==> config.mk <==
export PLATFORM = sky130hd
export DESIGN_NAME = pan_mixer8
export DESIGN_NICKNAME = d
export VERILOG_FILES = /design/src/rtl/pan_mixer8_pkg.sv /design/src/rtl/mix_scale.sv /design/src/rtl/mix_regs.sv /design/src/rtl/mix_lane.sv /design/src/rtl/pan_mixer8.sv
export SDC_FILE = /design/constraint.sdc
export NUM_CORES = 2
export LEC_CHECK = 0
export BUFFER_PORTS_ARGS = -buffer_cell sky130_fd_sc_hd__clkbuf_2
export CORE_UTILIZATION = 65
export DETAILED_ROUTE_END_ITERATION = 12
export PLACE_DENSITY = 0.84
export SLEW_MARGIN = 20
export SYNTH_ARGS = -nofsm -noshare
export SYNTH_HDL_FRONTEND = slang
export SYNTH_SLANG_ARGS = --single-unit
==> constraint.sdc <==
create_clock -name clk -period 39.1 [get_ports clk]
set_input_delay 7.82 -clock clk [delete_from_list [all_inputs] [get_ports clk]]
set_output_delay 7.82 -clock clk [all_outputs]
set_load 0.03 [all_outputs]
==> src/rtl/pan_mixer8_pkg.sv <==
package pan_mixer8_pkg;

  localparam int GAIN_W = 9;
  localparam int CODE_W = 4;

  typedef enum logic [1:0] {
    WK_VOL  = 2'd0,
    WK_PAN  = 2'd1,
    WK_GLOB = 2'd2,
    WK_NOP  = 2'd3
  } wr_kind_e;

  // 2 dB attenuation steps as unsigned fractions of 512, 0 dB at the top code
  function automatic logic [GAIN_W-1:0] atten_gain(input logic [CODE_W-1:0] code);
    logic [GAIN_W-1:0] g;
    case (code)
      4'd0:    g = 9'd511;
      4'd1:    g = 9'd406;
      4'd2:    g = 9'd322;
      4'd3:    g = 9'd256;
      4'd4:    g = 9'd203;
      4'd5:    g = 9'd162;
      4'd6:    g = 9'd128;
      4'd7:    g = 9'd102;
      4'd8:    g = 9'd81;
      4'd9:    g = 9'd64;
      4'd10:   g = 9'd51;
      4'd11:   g = 9'd41;
      4'd12:   g = 9'd32;
      4'd13:   g = 9'd26;
      4'd14:   g = 9'd20;
      default: g = 9'd16;
    endcase
    return g;
  endfunction

endpackage

==> src/rtl/mix_scale.sv <==
module mix_scale #(
  parameter int SW = 16,
  parameter int GW = 9
) (
  input  logic signed [SW-1:0] x,
  input  logic        [GW-1:0] g,
  output logic signed [SW-1:0] y
);
  localparam int PW = SW + GW + 1;

  logic signed [PW-1:0] prod;
  logic signed [PW-1:0] shr;
  logic                 unused_hi;

  assign prod      = PW'(x) * $signed({1'b0, g});
  assign shr       = prod >>> GW;
  assign y         = shr[SW-1:0];
  assign unused_hi = ^shr[PW-1:SW];
endmodule

==> src/rtl/mix_regs.sv <==
module mix_regs
  import pan_mixer8_pkg::*;
#(
  parameter int NCH = 8,
  parameter int CW  = 3
) (
  input  logic              clk,
  input  logic              rst,
  input  logic              wr_en,
  input  logic [1:0]        wr_kind,
  input  logic [CW-1:0]     wr_chan,
  input  logic [7:0]        wr_data,
  input  logic [CW-1:0]     rd_idx,
  output logic [CODE_W-1:0] vol_code,
  output logic [7:0]        pan_code,
  output logic [1:0]        glob_code
);
  logic [CODE_W-1:0] vol_q [NCH];
  logic [7:0]        pan_q [NCH];
  logic [1:0]        glob_q;

  always_ff @(posedge clk) begin
    if (rst) begin
      for (int k = 0; k < NCH; k++) begin
        vol_q[k] <= '0;
        pan_q[k] <= '0;
      end
      glob_q <= '0;
    end else if (wr_en) begin
      case (wr_kind_e'(wr_kind))
        WK_VOL:  vol_q[wr_chan] <= wr_data[CODE_W-1:0];
        WK_PAN:  pan_q[wr_chan] <= wr_data;
        WK_GLOB: glob_q         <= wr_data[1:0];
        default: ;
      endcase
    end
  end

  assign vol_code  = vol_q[rd_idx];
  assign pan_code  = pan_q[rd_idx];
  assign glob_code = glob_q;
endmodule

==> src/rtl/mix_lane.sv <==
module mix_lane
  import pan_mixer8_pkg::*;
#(
  parameter int SW = 16
) (
  input  logic signed [SW-1:0]    sample,
  input  logic                    active,
  input  logic [CODE_W-1:0]       vol_code,
  input  logic [7:0]              pan_code,
  input  logic [1:0]              glob_code,
  output logic [1:0][SW-1:0]      contrib
);
  logic signed [SW-1:0] s_in;
  logic signed [SW-1:0] s_vol;

  assign s_in = active ? sample : '0;

  mix_scale #(.SW(SW), .GW(GAIN_W)) i_vol (
    .x(s_in), .g(atten_gain(vol_code)), .y(s_vol)
  );

  // side 1 = left (upper nibble), side 0 = right (lower nibble)
  for (genvar sd = 0; sd < 2; sd++) begin : g_side
    logic signed [SW-1:0] s_pan;
    mix_scale #(.SW(SW), .GW(GAIN_W)) i_pan (
      .x(s_vol), .g(atten_gain(pan_code[sd*CODE_W +: CODE_W])), .y(s_pan)
    );
    assign contrib[sd] = s_pan >>> glob_code;
  end
endmodule

==> src/rtl/pan_mixer8.sv <==
module pan_mixer8
  import pan_mixer8_pkg::*;
#(
  parameter int NCH = 8,
  parameter int SW  = 16,
  parameter int OW  = 14,
  parameter int CW  = (NCH > 1) ? $clog2(NCH) : 1
) (
  input  logic              clk,
  input  logic              rst,
  input  logic [NCH*SW-1:0] ch_sample,
  input  logic [NCH-1:0]    ch_active,
  input  logic              frame_strobe,
  input  logic              wr_en,
  input  logic [1:0]        wr_kind,
  input  logic [CW-1:0]     wr_chan,
  input  logic [7:0]        wr_data,
  output logic [OW-1:0]     out_left,
  output logic [OW-1:0]     out_right,
  output logic              out_valid
);
  localparam int ACW = SW + CW;
  localparam int SHR = SW - OW;
  localparam logic [OW-1:0] MID  = OW'(2 ** (OW - 1));
  localparam logic [OW-1:0] MAXC = {OW{1'b1}};

  logic signed [SW-1:0]  smp_q [NCH];
  logic [NCH-1:0]        act_q;
  logic                  busy;
  logic [CW-1:0]         idx;
  logic [1:0][ACW-1:0]   acc;
  logic [1:0][SW-1:0]    contrib;
  logic [1:0][OW-1:0]    code_nx;
  logic [1:0][ACW-1:0]   sum_nx;
  logic [CODE_W-1:0]     vol_code;
  logic [7:0]            pan_code;
  logic [1:0]            glob_code;
  logic                  take;
  logic                  last;

  assign take = frame_strobe && !busy;
  assign last = busy && (idx == CW'(NCH - 1));

  mix_regs #(.NCH(NCH), .CW(CW)) i_regs (
    .clk(clk), .rst(rst), .wr_en(wr_en), .wr_kind(wr_kind),
    .wr_chan(wr_chan), .wr_data(wr_data), .rd_idx(idx),
    .vol_code(vol_code), .pan_code(pan_code), .glob_code(glob_code)
  );

  mix_lane #(.SW(SW)) i_lane (
    .sample(smp_q[idx]), .active(act_q[idx]), .vol_code(vol_code),
    .pan_code(pan_code), .glob_code(glob_code), .contrib(contrib)
  );

  // capture stage: plain storage, no reset, written only on accept
  always_ff @(posedge clk) begin
    if (take) begin
      for (int k = 0; k < NCH; k++) smp_q[k] <= ch_sample[k*SW +: SW];
    end
  end

  for (genvar sd = 0; sd < 2; sd++) begin : g_out
    logic signed [ACW:0] biased;
    assign sum_nx[sd] = acc[sd] + {{CW{contrib[sd][SW-1]}}, contrib[sd]};
    assign biased     = ($signed({sum_nx[sd][ACW-1], sum_nx[sd]}) >>> SHR)
                        + $signed((ACW + 1)'(MID));
    always_comb begin
      if (biased[ACW])               code_nx[sd] = '0;
      else if (|biased[ACW-1:OW])    code_nx[sd] = MAXC;
      else                           code_nx[sd] = biased[OW-1:0];
    end
  end

  always_ff @(posedge clk) begin
    if (rst) begin
      act_q     <= '0;
      busy      <= 1'b0;
      idx       <= '0;
      acc       <= '0;
      out_left  <= MID;
      out_right <= MID;
      out_valid <= 1'b0;
    end else begin
      out_valid <= 1'b0;
      if (take) begin
        act_q <= ch_active;
        busy  <= 1'b1;
        idx   <= '0;
        acc   <= '0;
      end else if (busy) begin
        acc <= sum_nx;
        idx <= idx + 1'b1;
        if (last) begin
          busy      <= 1'b0;
          out_left  <= code_nx[1];
          out_right <= code_nx[0];
          out_valid <= 1'b1;
        end
      end
    end
  end
endmodule

==> impl_metrics.json <==
{
  "fin_crit_sh_pct": 46.91,
  "yosys.cell_count.top_type": "inv_1",
  "slowest_stage": "xor2_1",
  "die_h_um": 219.8,
  "drt_iter0_drc": 1917,
  "nets": 3959,
  "cts_tree": "done",
  "grt_antenna_before_repair": 2,
  "yosys_most_used_dff": "edfxtp_1",
  "drcViolationCount": 0,
  "startpoint_type": "flip-flop",
  "critical_path.max_fanout": 44,
  "finalWorstSetupSlack_ns": 20.76,
  "synth_top_area_share_pct": 23.11,
  "multi_input_area_mm2": 0.02020,
  "start_util_pct": 66.10,
  "overflow": 0,
  "min_to": "out_right[6]$_SDFFE_PP0P_",
  "clkTransAtPathRegs_ns": 0.06,
  "grt_pass1_vias": 24110,
  "hold_violations": 0,
  "gp_congestion": 1.006,
  "power_per_cell_area_mw_per_mm2": 51.25,
  "drive_gt1_share_pct": 13.04,
  "grt_pass1_wl_mm": 123.1,
  "cts_sinks": 308,
  "max_freq_mhz": 54.52,
  "postSynthCellCount": 3078,
  "p_leak_nw": 15.96,
  "cts_resized": 0,
  "hp-start": "out_right[6]$_SDFFE_PP0P_",
  "pre_cts_ws_ns": 20.92,
  "hold_path_class": "flip-flop to flip-flop",
  "wl_per_cell_um": 19.43,
  "via_count": 22950,
  "ios": 182,
  "maxCapViolations": 0,
  "vias_per_cell": 5.948,
  "cts_setup_buffers": 0,
  "ys_async_sr_fraction_pct": 0,
  "yosysUniqueCellTypes": 87,
  "reg2reg_to": "out_right[2]$_SDFFE_PP0P_",
  "synth_seq_cells": 308,
  "netlist_area_mm2": 0.03084,
  "yosysSeqAreaShare_pct": 27.26,
  "htree_levels": 1,
  "die_area_mm2": 0.04832,
  "outcome": "finished clean",
  "yosys-top-cells-count": "inv_1, nand2_1, fa_1",
  "synth_edf_count": 224,
  "syn_to_final_growth_pct": 8.001,
  "routed_wl_mm": 74.97,
  "path_common_cell": "fa_1",
  "numCtsBuffers": 29,
  "fill_cells": 3319,
  "ctsHoldBuffers": 0,
  "postRouteAntennaNets": 0,
  "register_area_mm2": 0.008416,
  "port_buffers": 181,
  "worstHoldPathCells": 2,
  "root_buffer": "clkbuf_16",
  "setup_viol": 0,
  "first_pass_iters": 6,
  "cp-end-kind": "flip-flop",
  "synth_top_area_cell": "fa_1",
  "grt_usage_pct": 32.56,
  "avgSynthCellArea_um2": 10.02,
  "dp_hpwl_mm": 58.16,
  "skew_ns": 0.01020,
  "peakVddDrop_uv": 64.02,
  "grt_max_degree": 73,
  "ys_warn_count": 0,
  "fin_crit_ns": 18.34,
  "clock_latency_ns": 0.57,
  "finalSetupTns_ns": 0,
  "report.final.slew_viol_count": 0,
  "regToRegSetupSlack_ns": 20.76,
  "clk_path_buf_depth": 3,
  "synth_nets": 3806,
  "synth_area_leaders": "fa_1, edfxtp_1, ha_1",
  "fp.dieW_um": 219.8,
  "required_ns": 39.61,
  "path_class": "flip-flop to flip-flop",
  "worst_r2r_path_depth": 60,
  "maxSlewHeadroom_pct": 25.56,
  "slowest_delay_ns": 0.84,
  "core_mm2": 0.04665,
  "cp.arrival_ns": 18.85,
  "tightest_slew_ns": 1.117,
  "core.rowCount": 79,
  "rsz0062_at_grt": "no"
}
## report_power, final
group | total [mW] | switching, mW | internal, mW
combinational | 1.06 | 0.660 | 0.401
clock | 0.259 | 0.121 | 0.137
sequential | 0.388 | 0.0122 | 0.375
## logic make-up (layout without fill, tap and decap cells)
logic type | Yosys count | after routing | synth area share (%)
flops | 308 | 308 | 27.26
buf+inv | 594 | 767 | 7.364
mux | 160 | 160 | 7.891
fa+ha+maj | 575 | 575 | 31.99
simple gates | 959 | 959 | 14.33
xor+xnor | 106 | 106 | 3.205
other cells | 0 | 1 | 0
compound gates | 376 | 376 | 7.948
## worst max-delay path, delay by kind of cell, from the launching register on
family,cells,cell delay [ns]
simple gates,9,1.45
mux,3,1.32
flops,1,0.52
buf+inv,8,1.11
compound gates,22,5.68
xor+xnor,3,1.49
fa+ha+maj,15,6.66
## layout make-up
| class | instances | share of cell area (%) |
|---|---|---|
| multi-input cells | 2176 | 60.65 |
| flip-flops and latches | 308 | 25.27 |
| inverters | 492 | 5.552 |
| repair buffers | 224 | 3.689 |
| well taps | 607 | 2.280 |
| clock buffers | 37 | 2.269 |
| clock inverters | 14 | 0.2817 |
| diodes | 1 | 0.007513 |
## cells in the final DEF (no fill, tap or decap), types with 29 or more instances in the layout
cell type  netlist  final
a21o_1          54     54
a21oi_1        115    114
and2_1         117    117
buf_4            2     43
clkbuf_16        0     29
clkbuf_2         1    181
dfxtp_1         84     80
edfxtp_1       224    224
fa_1           356    356
ha_1           219    219
inv_1          491    491
mux2i_1         85     83
mux4_2          59     59
nand2_1        368    368
nand2b_1        33     33
nor2_1         269    269
o21ai_0         57     57
or2_2           37     37
xnor2_1         68     68
xor2_1          33     33
## state kept, by name, summed over array words and instances (netlist names), named ones only
register          count
acc                  38
act_q                 8
busy                  1
i_regs.glob_code      2
i_regs.pan_q         64
i_regs.vol_q         32
idx                   3
out_left             14
out_right            14
out_valid             1
smp_q               128
## metrics by stage
step           total power [mW]  util (%)  hold slack, ns  instances  cell area (µm²)
6_report                  1.707     71.39          0.4465       3859            33310
5_1_grt                   1.839     71.38          0.4574       3858            33300
4_1_cts                   1.690     71.36          0.4469       3858            33290
3_5_place_dp              1.424     69.54          0.4362       3807            32440
3_3_place_gp              1.377     69.53          0.4268       3807            32440
2_1_floorplan             1.162         -          0.4331       3078            30840
## worst max path at each step
stage                     startpoint                        end  slack, ns  cells past startpoint
after floorplan            flip-flop  out_left[11]$_SDFFE_PP0P_      22.40                     71
after global placement     flip-flop  out_right[1]$_SDFFE_PP0P_      21.70                     64
after detailed placement   flip-flop  out_right[2]$_SDFFE_PP0P_      20.92                     66
after CTS                  flip-flop  out_right[2]$_SDFFE_PP0P_      20.77                     60
after global routing       flip-flop  out_right[2]$_SDFFE_PP0P_      19.40                     64
final                      flip-flop  out_right[2]$_SDFFE_PP0P_      20.76                     60
## metal layers
| layer | wire length (µm) | track usage, % | up-vias |
|---|---|---|---|
| met5 | 0 | 0 | - |
| met4 | 2271 | 9.931 | 0 |
| met3 | 6132 | 4.900 | 169 |
| met2 | 36720 | 55.13 | 1014 |
| met1 | 29840 | 43.39 | 11420 |
| li1 | - | - | 10350 |
No activity file was read; power rests on OpenSTA's default activity.
